[src/rtl/cb_alu_pkg.sv]
package cb_alu_pkg;

  typedef enum logic [2:0] {
    OP_ADD  = 3'b000,
    OP_AND  = 3'b001,
    OP_OR   = 3'b010,
    OP_NOTB = 3'b011,
    OP_SUB  = 3'b100,
    OP_PASS = 3'b101,
    OP_EQ   = 3'b110,
    OP_INC  = 3'b111
  } alu_op_e;

  function automatic logic uses_adder(input alu_op_e op);
    return (op == OP_ADD) || (op == OP_SUB) || (op == OP_INC);
  endfunction

endpackage

[src/rtl/cb_alu_adder.sv]
module cb_alu_adder #(
  parameter int W = 8
) (
  input  logic [W-1:0] add_x,
  input  logic [W-1:0] add_y,
  input  logic         add_cin,
  output logic [W-1:0] add_sum,
  output logic         add_cout
);

  logic [W:0] chain;

  assign chain[0] = add_cin;

  genvar gi;
  generate
    for (gi = 0; gi < W; gi++) begin : g_fa
      logic prop;
      logic gen;
      assign prop         = add_x[gi] ^ add_y[gi];
      assign gen          = add_x[gi] & add_y[gi];
      assign add_sum[gi]  = prop ^ chain[gi];
      assign chain[gi+1]  = gen | (prop & chain[gi]);
    end
  endgenerate

  assign add_cout = chain[W];

endmodule

[src/rtl/cb_alu_logic.sv]
module cb_alu_logic
  import cb_alu_pkg::*;
#(
  parameter int W = 8
) (
  input  alu_op_e      lg_op,
  input  logic [W-1:0] lg_a,
  input  logic [W-1:0] lg_b,
  output logic [W-1:0] lg_res
);

  localparam int PADW = W - 1;

  logic [W-1:0] diff_bits;
  logic         same;

  genvar gi;
  generate
    for (gi = 0; gi < W; gi++) begin : g_cmp
      assign diff_bits[gi] = lg_a[gi] ^ lg_b[gi];
    end
  endgenerate

  assign same = ~|diff_bits;

  always_comb begin
    case (lg_op)
      OP_AND:  lg_res = lg_a & lg_b;
      OP_OR:   lg_res = lg_a | lg_b;
      OP_NOTB: lg_res = ~lg_b;
      OP_PASS: lg_res = lg_a;
      OP_EQ:   lg_res = {{PADW{1'b0}}, same};
      default: lg_res = '0;
    endcase
  end

endmodule

[src/rtl/cb_alu_core.sv]
module cb_alu_core
  import cb_alu_pkg::*;
#(
  parameter int W = 8
) (
  input  alu_op_e      c_op,
  input  logic [W-1:0] c_a,
  input  logic [W-1:0] c_b,
  input  logic         c_cb_in,
  output logic [W-1:0] c_res,
  output logic         c_cb_out
);

  localparam logic [W-1:0] ONE = W'(1);

  logic [W-1:0] y_sel;
  logic         cin_sel;
  logic [W-1:0] sum;
  logic         cout;
  logic [W-1:0] lres;

  // Operand steering: subtraction reuses the adder through inversion.
  always_comb begin
    y_sel   = c_b;
    cin_sel = c_cb_in;
    case (c_op)
      OP_SUB: begin
        y_sel   = ~c_b;
        cin_sel = ~c_cb_in;
      end
      OP_INC: begin
        y_sel   = ONE;
        cin_sel = c_cb_in;
      end
      default: begin
        y_sel   = c_b;
        cin_sel = c_cb_in;
      end
    endcase
  end

  cb_alu_adder #(.W(W)) u_adder (
    .add_x   (c_a),
    .add_y   (y_sel),
    .add_cin (cin_sel),
    .add_sum (sum),
    .add_cout(cout)
  );

  cb_alu_logic #(.W(W)) u_logic (
    .lg_op (c_op),
    .lg_a  (c_a),
    .lg_b  (c_b),
    .lg_res(lres)
  );

  always_comb begin
    c_res    = uses_adder(c_op) ? sum : lres;
    c_cb_out = 1'b0;
    if (c_op == OP_SUB)
      c_cb_out = ~cout;
    else if (uses_adder(c_op))
      c_cb_out = cout;
  end

endmodule

[src/rtl/cb_alu.sv]
module cb_alu
  import cb_alu_pkg::*;
#(
  parameter int W = 8
) (
  input  logic         clk,
  input  logic         rst_n,
  input  logic         in_valid,
  output logic         in_ready,
  input  logic [2:0]   in_op,
  input  logic [W-1:0] in_a,
  input  logic [W-1:0] in_b,
  input  logic         in_cb,
  output logic         out_valid,
  input  logic         out_ready,
  output logic [W-1:0] out_result,
  output logic         out_cb
);

  logic [W-1:0] nxt_res;
  logic         nxt_cb;
  logic         take;

  assign in_ready = !out_valid || out_ready;
  assign take     = in_valid && in_ready;

  cb_alu_core #(.W(W)) u_core (
    .c_op    (alu_op_e'(in_op)),
    .c_a     (in_a),
    .c_b     (in_b),
    .c_cb_in (in_cb),
    .c_res   (nxt_res),
    .c_cb_out(nxt_cb)
  );

  always_ff @(posedge clk) begin
    if (!rst_n) begin
      out_valid  <= 1'b0;
      out_result <= '0;
      out_cb     <= 1'b0;
    end else begin
      if (in_ready) out_valid <= in_valid;
      if (take) begin
        out_result <= nxt_res;
        out_cb     <= nxt_cb;
      end
    end
  end

  AST_ADD_SUM: assert property (@(posedge clk) disable iff (!rst_n)
    take && in_op == 3'b000 |=> {out_cb, out_result} ==
      $past({1'b0, in_a} + {1'b0, in_b} + {{W{1'b0}}, in_cb}));

  AST_SUB_DIFF: assert property (@(posedge clk) disable iff (!rst_n)
    take && in_op == 3'b100 |=> {out_cb, out_result} ==
      $past({1'b0, in_a} - {1'b0, in_b} - {{W{1'b0}}, in_cb}));

  AST_LOGIC_NO_CB: assert property (@(posedge clk) disable iff (!rst_n)
    take && (in_op == 3'b001 || in_op == 3'b010 || in_op == 3'b011) |=> !out_cb);

  AST_PASS_A: assert property (@(posedge clk) disable iff (!rst_n)
    take && in_op == 3'b101 |=> out_result == $past(in_a) && !out_cb);

  AST_EQ_FORM: assert property (@(posedge clk) disable iff (!rst_n)
    take && in_op == 3'b110 |=> (out_result >> 1) == '0 && !out_cb
      && out_result[0] == $past(in_a == in_b));

  AST_ACCEPT_LAT: assert property (@(posedge clk) disable iff (!rst_n)
    take |=> out_valid);

  AST_READY_FREE: assert property (@(posedge clk) disable iff (!rst_n)
    (!out_valid || out_ready) |-> in_ready);

  AST_STALL_HOLD: assert property (@(posedge clk) disable iff (!rst_n)
    out_valid && !out_ready |=> out_valid && $stable(out_result) && $stable(out_cb));

endmodule

[config.mk]
export PLATFORM = sky130hd
export DESIGN_NAME = cb_alu
export DESIGN_NICKNAME = d
export VERILOG_FILES = /design/src/rtl/cb_alu_pkg.sv /design/src/rtl/cb_alu_adder.sv /design/src/rtl/cb_alu_logic.sv /design/src/rtl/cb_alu_core.sv /design/src/rtl/cb_alu.sv
export SDC_FILE = /design/constraint.sdc
export NUM_CORES = 1
export LEC_CHECK = 0
export BUFFER_PORTS_ARGS = -buffer_cell sky130_fd_sc_hd__buf_4
export CAP_MARGIN = 20
export CORE_ASPECT_RATIO = 0.6
export CORE_UTILIZATION = 54
export DETAILED_ROUTE_END_ITERATION = 8
export PLACE_DENSITY = 0.85
export SETUP_SLACK_MARGIN = 0.2
export SLEW_MARGIN = 15
export SYNTH_ARGS = -nofsm -noshare
export SYNTH_HDL_FRONTEND = slang
export SYNTH_SLANG_ARGS = --single-unit
[constraint.sdc]
create_clock -name clk -period 6.9 [get_ports clk]
set_clock_uncertainty 0.1 [all_clocks]
set_input_delay 1.035 -clock clk [delete_from_list [all_inputs] [get_ports clk]]
set_output_delay 1.035 -clock clk [all_outputs]
set_load 0.01 [all_outputs]
==> results_dict.tcl <==
set metrics [dict create \
    status "finished, final reports clean" \
    rows 14 \
    cp-start-kind "input port" \
    p_clk_share_pct 30.2 \
    vias 1463 \
    ir_worst_vdd_mv 0.0962 \
    fill_cells 213 \
    hold_ws_ns 0.358 \
    cpMaxStageDelayCell "fa_1" \
    die_w_um 68.8 \
    finalHoldViolations 0 \
    synthFlopType "dfxtp_1" \
    power.total_mw 0.248 \
    clkSinkCount 10 \
    postCtsResizedCells 0 \
    grt_first_pass_wirelength_mm 6.18 \
    cts_made_buffers 3 \
    postSynthCellCount 179 \
    layout-area-overhead-vs-synth_pct 17.2 \
    drv_slew 0 \
    cts_max_path_buffers 2 \
    crit_type "input port to flop" \
    coreArea_sq_um 2520 \
    r2r_slack_ns 5.54 \
    crit_buf_inv 1 \
    cts-root-buf "clkbuf_8" \
    required_ns 6.93 \
    clk_pin_slew_ns 0.05 \
    grt_pass1_vias 1324 \
    ios 35 \
    die_h_um 42.1 \
    crit_family "adder cells" \
    final_common_cell "buf_4" \
    ys_types 41 \
    drt_iter0_markers 160 \
    drive_above_1_share_pct 22.9 \
    synth-edff-count 0 \
    layout_min_cycle_time_ns 5.62 \
    postSynthNetCount 227 \
    wl_per_cell_um 16.3 \
    timing.max_cap.violations 0 \
    worst-path-max-fanout 28 \
    p_per_area_nw_per_um2 146 \
    setup_viol 0 \
    path_common_cell "fa_1" \
    place.gp.congestion 0.918 \
    drtAntennaViolNets 0 \
    p_seq_share_pct 26.7 \
    overflow 0 \
    utilization_pct 67.2 \
    final_nets 254 \
    via_per_inst 6.17 \
    pre_cts_slack_ns 1.08 \
    comb_power_share_pct 43.0 \
    yosysSeqAreaShare_pct 13.9 \
    num_antenna_cells 0 \
    rsz0062_at_grt "false" \
    endpoint_kind "flop" \
    intPower_mw 0.162 \
    htreeDepth 1 \
    p_sw_share_pct 34.8 \
    ys_ff_latch 10 \
    slew_headroom_pct 69.5 \
    cts_setup_buffers 0 \
    ys_warn_count 0 \
    dr.pass1.iters 5 \
    synth.avg_cell_area_sq_um 8.07 \
    final-seq-area_sq_um 200 \
    place_hpwl_mm 2.91 \
    min_period_over_period_pct 81.4 \
    worstHoldPathType "flop to flop" \
    die-area_sq_um 2890 \
    worstPathArrival_ns 5.64 \
    timing.fmax_mhz 178 \
    antenna_found_initial 0 \
    layout_common_cells "buf_4, inv_1, a21oi_1, nor2_1, ha_1" \
    worst_pin_slew_ns 0.454 \
    power.leakage_nw 0.796 \
    port_buffers 34 \
    cts_tree "built" \
    async_reset_ff_share_pct 0 \
    critPathMaxStageDelay_ns 0.42 \
    syn-cell-area_sq_um 1450 \
    fin_setup_tns_ns 0 \
    drc 0 \
    worstSkewPairLatency_ns 0.24 \
    switchingPower_mw 0.0865 \
    grt_util_all_layers_pct 29.7 \
    cp_cell_sequence "buf_4 > nand2b_4 > nand2_1 > o2bb2ai_1 > fa_1 > fa_1 > fa_1 > fa_1 > fa_1 > fa_1 > fa_1 > fa_1 > xnor2_1 > a221oi_1 > nor3b_1" \
    multiInputGateArea_sq_um 1060 \
    hold_buffers 0 \
    initial_core_util_pct 57.3 \
    grt_max_degree 29 \
    fin_ws_ns 1.28 \
    routed_wl_mm 3.86 \
]
[state kept, by name (all words and copies together) (netlist names)]
signal      cells
out_result      8
out_valid       1
out_cb          1
[Yosys cell counts (all sizes together) (3+ instances only)]
| cell type | count | share of area [%] |
|---|---|---|
| inv | 21 | 5.5 |
| ha | 16 | 14 |
| clkbuf | 3 | 0.78 |
| o21ai | 12 | 4.2 |
| nand2 | 9 | 2.5 |
| buf | 9 | 6.2 |
| nand2b | 5 | 2.9 |
| dfxtp | 10 | 14 |
| fa | 8 | 11 |
| a2bb2oi | 7 | 4.2 |
| nor2 | 17 | 4.6 |
| nor3 | 5 | 1.7 |
| a211oi | 10 | 5.5 |
| a221oi | 3 | 2.7 |
| a21oi | 18 | 6.2 |
[worst register-to-register path, delay by kind of cell (launching register included)]
kind,cells,cell delay [ns]
and+or+nand+nor,3,0.66
DFF,1,0.31
AOI/OAI and AO/OA,1,0.15
[path summary, 6_finish.rpt]
check / end / from / depth (start not counted)
setup / recovery: out_cb / in_op[0] / 15
hold / removal: out_result[0] / out_result[0] / 2
setup reg to reg: out_result[3] / out_valid / 4
hold reg to reg: out_result[0] / out_result[0] / 2
[logic make-up (layout without fill, tap and decap cells)]
family	after synthesis	after routing	share of synthesized area, %
adder cells (fa/ha/maj)	24	24	24.9
AND/OR/NAND/NOR	48	48	17.0
multiplexers	3	3	2.42
flip-flops	10	10	13.9
AO/OA/AOI/OAI	59	59	28.1
XOR/XNOR	2	2	1.21
buffers and inverters	33	59	12.5
[power by group through the flow]
| stage | combinational, mW | sequential [mW] | clock (mW) |
|---|---|---|---|
| after global routing | 0.115 | 0.0669 | 0.0800 |
| after CTS | 0.105 | 0.0663 | 0.0756 |
| after floorplan | 0.0645 | 0.0696 | 0 |
| after global placement | 0.0985 | 0.0670 | 0 |
| after detailed placement | 0.103 | 0.0673 | 0 |
| final | 0.107 | 0.0663 | 0.0750 |
[per-layer routing]
| metal | vias up | global-route usage [%] | routed length, um |
|---|---|---|---|
| met4 | 0 | 13.9 | 148 |
| met2 | 87 | 44.9 | 1700 |
| met1 | 678 | 40.5 | 1650 |
| met5 | - | 0 | 0 |
| li1 | 680 | - | - |
| met3 | 18 | 5.71 | 367 |
[through the flow]
stage / area (sq um) / std cells
after CTS: 1690 / 237
after global routing: 1690 / 237
final: 1690 / 237
after detailed placement: 1640 / 233
after global placement: 1640 / 233
after floorplan: 1450 / 179
[cell type report]
type,count,share of cell area [%]
well taps,32,2.36
clock buffers,4,3.25
inverters,21,4.65
multi-input cells,136,62.9
repair buffers,34,15.1
flip-flops and latches,10,11.8
(Power assumes the default switching activity.)
